<file path="src/rtl/pager_batch_framer.sv">
module pager_batch_framer #(
  parameter int          PRE_BITS  = 576,
  parameter int          W         = 32,
  parameter int          SLOTS     = 16,
  parameter int          FW        = 3,
  parameter logic [31:0] IDLE_WORD = 32'h7A89C197,
  parameter logic [31:0] SYNC_WORD = 32'h7CD215D8
) (
  input  logic          clk,
  input  logic          rst_n,
  input  logic          bit_en,
  input  logic          in_valid,
  output logic          in_ready,
  input  logic [W-1:0]  in_word,
  input  logic          in_addr,
  input  logic [FW-1:0] in_frame,
  input  logic          in_last,
  output logic          tx_bit,
  output logic          busy
);
  localparam int PW = $clog2(PRE_BITS);
  localparam int BW = $clog2(W);
  localparam int CW = (PW > BW) ? PW : BW;
  localparam int SW = $clog2(SLOTS);

  typedef enum logic [1:0] {S_IDLE, S_PRE, S_SYNC, S_WORD} st_t;

  st_t           st;
  logic [CW-1:0] cnt;
  logic [SW-1:0] slot;
  logic [W-1:0]  sreg;
  logic          done;

  wire           word_end  = bit_en && cnt == CW'(W - 1);
  wire           load_slot = word_end && (st == S_SYNC ||
                             (st == S_WORD && slot != SW'(SLOTS - 1)));
  wire [SW-1:0]  nslot     = (st == S_SYNC) ? '0 : slot + 1'b1;
  wire           fits      = !in_addr || in_frame == FW'(nslot >> 1);

  assign in_ready = load_slot && in_valid && fits && !done;
  assign busy     = st != S_IDLE;
  assign tx_bit   = (st == S_PRE)  ? ~cnt[0] :
                    (st == S_IDLE) ? 1'b0    : sreg[W-1];

  always_ff @(posedge clk) begin
    if (!rst_n) begin
      st   <= S_IDLE;
      cnt  <= '0;
      slot <= '0;
      sreg <= '0;
      done <= 1'b0;
    end else begin
      case (st)
        S_IDLE: if (in_valid) begin
          st   <= S_PRE;
          cnt  <= '0;
          done <= 1'b0;
        end
        S_PRE: if (bit_en) begin
          if (cnt == CW'(PRE_BITS - 1)) begin
            st   <= S_SYNC;
            cnt  <= '0;
            sreg <= SYNC_WORD;
          end else begin
            cnt <= cnt + 1'b1;
          end
        end
        default: if (bit_en) begin
          if (word_end) begin
            cnt <= '0;
            if (load_slot) begin
              st   <= S_WORD;
              slot <= nslot;
              sreg <= in_ready ? in_word : IDLE_WORD;
              done <= done || (in_ready && in_last);
            end else if (done) begin
              st <= S_IDLE;
            end else begin
              st   <= S_SYNC;
              sreg <= SYNC_WORD;
            end
          end else begin
            cnt  <= cnt + 1'b1;
            sreg <= sreg << 1;
          end
        end
      endcase
    end
  end

  assert_idle_quiet_R1: assert property (@(posedge clk) disable iff (!rst_n)
    !busy |-> (!tx_bit && !in_ready));

  assert_preamble_toggle_R2: assert property (@(posedge clk) disable iff (!rst_n)
    (st == S_PRE && bit_en && cnt != CW'(PRE_BITS - 1)) |=> tx_bit != $past(tx_bit));

  assert_batch_end_R9: assert property (@(posedge clk) disable iff (!rst_n)
    $fell(busy) |-> ($past(done) && $past(bit_en)));

  assert_hold_R10: assert property (@(posedge clk) disable iff (!rst_n)
    (busy && !bit_en) |=> ($stable(tx_bit) && busy));

  assert_accept_R11: assert property (@(posedge clk) disable iff (!rst_n)
    in_ready |-> (bit_en && in_valid && busy));
endmodule

</file>
<file path="config.mk">
export PLATFORM = sky130hd
export DESIGN_NAME = pager_batch_framer
export DESIGN_NICKNAME = d
export VERILOG_FILES = /design/src/rtl/pager_batch_framer.sv
export SDC_FILE = /design/constraint.sdc
export NUM_CORES = 1
export LEC_CHECK = 0
export BUFFER_PORTS_ARGS = -buffer_cell sky130_fd_sc_hd__clkbuf_2
export CAP_MARGIN = 20
export CORE_AREA = 2 2 111 59
export CTS_CLUSTER_SIZE = 30
export DETAILED_ROUTE_END_ITERATION = 8
export DIE_AREA = 0 0 113 61
export PLACE_DENSITY = 0.63
export REMOVE_ABC_BUFFERS = 1
export SYNTH_ARGS = -nofsm -noshare
export SYNTH_HDL_FRONTEND = slang
export SYNTH_SLANG_ARGS = --single-unit
</file>
<file path="constraint.sdc">
create_clock -name clk -period 5.1 [get_ports clk]
set_input_delay 1.53 -clock clk [delete_from_list [all_inputs] [get_ports clk]]
set_output_delay 1.53 -clock clk [all_outputs]
set_load 0.005 [all_outputs]
</file>
== Word level (Yosys, flattened, before mapping) ==
Index checks and enable logic that the tools add are counted.

* Logic and storage cells: 76
* Bits of input ports: 41
* Output and inout bits: 3
* Bits in registers: 49

* Reduce and logical (&&, ||, !) cells: 24
* Bitwise operators: 4
* Equality and inequality tests: 11
* Muxes and demuxes: 30
* Add/sub/neg operators: 2

{| class="wikitable"
|+ Operators with widths
! operator !! number
|-
| 32-bit two-way mux || 7
|-
| 32-bit case mux with 2 select lines || 1
|-
| 10-bit two-way mux || 5
|-
| 10-bit case mux with 2 select lines || 1
|-
| 2-bit two-way mux || 7
|-
| 10-bit by 1-bit adder with 10-bit output (second input constant) || 1
|-
| 10-bit equality test (second input constant) || 1
|-
| 10-bit by 5-bit equality test with 1-bit output (second input constant) || 1
|-
| 5-bit AND reduction || 2
|-
| 4-bit AND reduction || 2
|-
| 2-bit nonzero test || 4
|-
| 1-bit logical AND || 7
|-
| 1-bit two-way mux || 6
|-
| 4-bit by 1-bit adder with 4-bit output (second input constant) || 1
|-
| 2-bit equality test (second input constant) || 2
|-
| 4-bit two-way mux || 1
|-
| 2-bit inequality test (second input constant) || 2
|-
| 4-bit by 2-bit inequality test with 1-bit output (second input constant) || 1
|-
| 4-bit inequality test (second input constant) || 1
|-
| 1-bit inverter || 4
|-
| 2-bit case mux with 2 select lines || 1
|-
| 3-bit equality test || 1
|-
| 1-bit logical OR || 3
|-
| 3-bit AND reduction || 1
|-
| 7 further kinds || 8
|}

== Longest topological paths before layout ==
* Word-level depth: 13
* Mapped depth: 8
* Depth with buffers taken out: 6

== Least setup slack after synthesis ==
No wires, ideal clock.

* Path type: input port to output port
* Start point: input port bit_en
* End point: output port in_ready
* Slack: 0.535 ns
* Cell stages on the path: 6
* Arrival time: 3.035 ns
* Path buffers: 2
* Cells stage by stage: or4bb_1 -> nor4_1 -> clkbuf_1 -> clkbuf_1 -> nand2_1 -> nor2_1

* Longest elaborated chain between the ends: 5

{| class="wikitable"
|+ RTL lines
! item !! RTL line !! source
|-
| start: declaration || 11 || <nowiki>input logic bit_en,</nowiki>
|-
| 1-bit logical AND || 34 || <nowiki>wire word_end = bit_en && cnt == CW'(W - 1);</nowiki>
|-
| 1-bit logical AND || 35 || <nowiki>wire load_slot = word_end && (st == S_SYNC ||</nowiki>
|-
| 1-bit logical AND (3 in a row) || 40 || <nowiki>assign in_ready = load_slot && in_valid && fits && !done;</nowiki>
|-
| end: declaration || 13 || <nowiki>output logic in_ready,</nowiki>
|}

No other way between the ends.

== Final worst setup path ==
Ends and elaborated chain as after synthesis.

==> results.sh <==
export IMPL_p_per_area_mw_per_mm2=279.4
export IMPL_hold_path_class="flip-flop to flip-flop"
export IMPL_port_buffers=43
export IMPL_synthCells=300
export IMPL_violations="design-rule violations"
export IMPL_cap_violations=0
export IMPL_syn2layout_area_growth_pct=16.33
export IMPL_synth_avg_cell_area_um2=8.633
export IMPL_postPlaceCellArea_mm2=0.002836
export IMPL_maxSlewHeadroom_pct=29.85
export IMPL_io_pins=44
export IMPL_ctsHoldBuffers=0
export IMPL_design_area_mm2=0.003013
export IMPL_crit_fanout=8
export IMPL_ys_seq_elements=49
export IMPL_grt_first_pass_wirelength_um=11160
export IMPL_synth_edf_count=0
export IMPL_finalCritPeriodShare_pct=86.53
export IMPL_grt_overflow=0
export IMPL_antenna_found_initial=0
export IMPL_cts_buffer_depth=2
export IMPL_netlist_cell_type_count=56
export IMPL_wl_per_cell_um=16.79
export IMPL_worstSetupEndpointType="output pin"
export IMPL_synth_area_mm2=0.002590
export IMPL_dr_pass1_iters=7
export IMPL_startpoint_type="input pin"
export IMPL_gp_congestion=0.8727
export IMPL_final_common_cell="dfxtp_1"
export IMPL_worst_slew_pin_slew_ns=1.052
export IMPL_dieWidth_um=113
export IMPL_fin_tns_setup_ns=0
export IMPL_ys_flop_type="dfxtp_1"
export IMPL_grt_max_degree=39
export IMPL_cts_root_buf="clkbuf_16"
export IMPL_vdd_ir_drop_max_uv=126.3
export IMPL_start_util_pct=43.86
export IMPL_outcome="finished, violations left"
export IMPL_fp_dieH_um=61
export IMPL_via_per_inst=5.990
export IMPL_via_count=2450
export IMPL_cts_tree="done"
export IMPL_finalCriticalPeriod_ns=4.413
export IMPL_yosysSeqAreaShare_pct=37.87
export IMPL_cts_inserted_buffers=5
export IMPL_fmax_ghz=0.2266
export IMPL_ctsHtreeMaxLevel=2
export IMPL_worst_setup_path_type="input pin to output pin"
export IMPL_arrival_ns=2.88
export IMPL_power_leakage_nw=1.069
export IMPL_grt_pass1_vias=2128
export IMPL_fp_row_count=20
export IMPL_worstPathRequired_ns=3.57
export IMPL_fp_coreArea_mm2=0.005906
export IMPL_drive_gt1_share_pct=20.78
export IMPL_finalSetupViolCount=0
export IMPL_hold_violations=0
export IMPL_initialDrtViolationCount=203
export IMPL_dp_hpwl_um=4688
export IMPL_layout_nets=374
export IMPL_layout_common_cells="dfxtp_1, clkbuf_2, nand2_1"
export IMPL_antennaDiodeCount=0
export IMPL_slew_violations=0
export IMPL_ant_nets=0
export IMPL_cts_resized=0
export IMPL_ys_warn_count=0
export IMPL_routed_wirelength_um=6868
export IMPL_insertion_delay_ns=0.29
export IMPL_clkTransAtPathRegs_ns=0.07
export IMPL_async_flop_share_pct=0
export IMPL_die_area_mm2=0.006893
export IMPL_post_route_drc_count=3
export IMPL_fill_cells=580
export IMPL_groute_usage_overall_pct=21.05
export IMPL_clkSinkCount=49
export IMPL_skew_ns=0.003869
export IMPL_post_cts_setup_buffers=0
export IMPL_rsz0062_at_grt="false"
-- per-stage QoR --
step | util (%) | total power [mW] | cells | setup slack, ns | hold slack, ns
floorplan | - | 0.4239 | 277 | -0.8801 | 0.4367
global placement | 48.03 | 0.4564 | 401 | 0.7594 | 0.4487
detailed placement | 48.03 | 0.4569 | 401 | 0.7271 | 0.4573
CTS | 51.02 | 0.8495 | 409 | 0.7165 | 0.4740
global route | 51.02 | 0.8746 | 409 | 0.6324 | 0.4965
finish | 51.02 | 0.8419 | 409 | 0.6868 | 0.4744
-- synthesized netlist by cell type, types with 4 or more instances --
| cell | instances | area [um^2] |
|---|---|---|
| a211oi_1 | 5 | 37.54 |
| a21oi_1 | 17 | 85.08 |
| a32oi_1 | 7 | 61.31 |
| clkbuf_1 | 16 | 60.06 |
| dfxtp_1 | 49 | 980.9 |
| inv_1 | 7 | 26.28 |
| nand2_1 | 36 | 135.1 |
| nand3_1 | 5 | 25.02 |
| nand4_1 | 7 | 43.79 |
| nor2_1 | 29 | 108.9 |
| nor3_1 | 5 | 25.02 |
| o21ai_0 | 6 | 30.03 |
| o221a_1 | 8 | 90.09 |
| o221ai_1 | 5 | 43.79 |
| o22ai_1 | 7 | 43.79 |
| o31a_1 | 15 | 131.4 |
| o31ai_1 | 9 | 67.56 |
| xnor2_1 | 7 | 61.31 |
| xor2_1 | 4 | 35.03 |
-- layout make-up --
type | count | area (um^2) | area share, %
multi-input cells | 221 | 1488 | 49.38
flip-flops and latches | 49 | 980.9 | 32.56
repair buffers | 47 | 245.2 | 8.140
clock buffers | 6 | 138.9 | 4.610
well taps | 77 | 96.34 | 3.198
clock inverters | 2 | 37.54 | 1.246
inverters | 7 | 26.28 | 0.8721
-- power by group --
group	total, mW	internal, mW	switching (mW)
registers	0.388	0.384	0.00365
logic	0.0600	0.0242	0.0358
clock network	0.394	0.245	0.149
total	0.842	0.654	0.188
-- final timing paths --
path                              start  cells past startpoint  slack, ns                     to
setup reg to reg    cnt[0]$_SDFFE_PN0P_                      6       2.34    cnt[0]$_SDFFE_PN0P_
hold / removal    sreg[17]$_SDFFE_PN0P_                      2       0.47  sreg[18]$_SDFFE_PN0P_
setup / recovery                 bit_en                      6       0.69               in_ready
hold reg to reg   sreg[17]$_SDFFE_PN0P_                      2       0.47  sreg[18]$_SDFFE_PN0P_
-- logic make-up after synthesis --
family	count (synthesis)	synth area share (%)
buf+inv	30	4.928
fa+ha+maj	2	0.9660
mux	4	1.594
xor+xnor	11	3.720
compound gates	97	30.77
flops	49	37.87
simple gates	107	20.14
-- per-layer routing --
layer	global-route usage [%]	wire length, um	vias to the layer above
met4	4.704	53	0
met1	32.77	3667	1169
li1	-	-	1196
met5	0	0	-
met3	5.195	499	6
met2	28.83	2648	79
-- registers in the layout (all words and copies together) (netlist names) --
register  cells
st            2
done          1
cnt          10
sreg         32
slot          4
-- worst max-delay path, cell delays in order --
cell and delay, ns:
clkbuf_2 0.16, or4bb_1 0.54, nor4_2 0.33, nand2_1 0.10, nor2_1 0.10, clkbuf_2 0.11
Power figures use the tool's default switching activity.
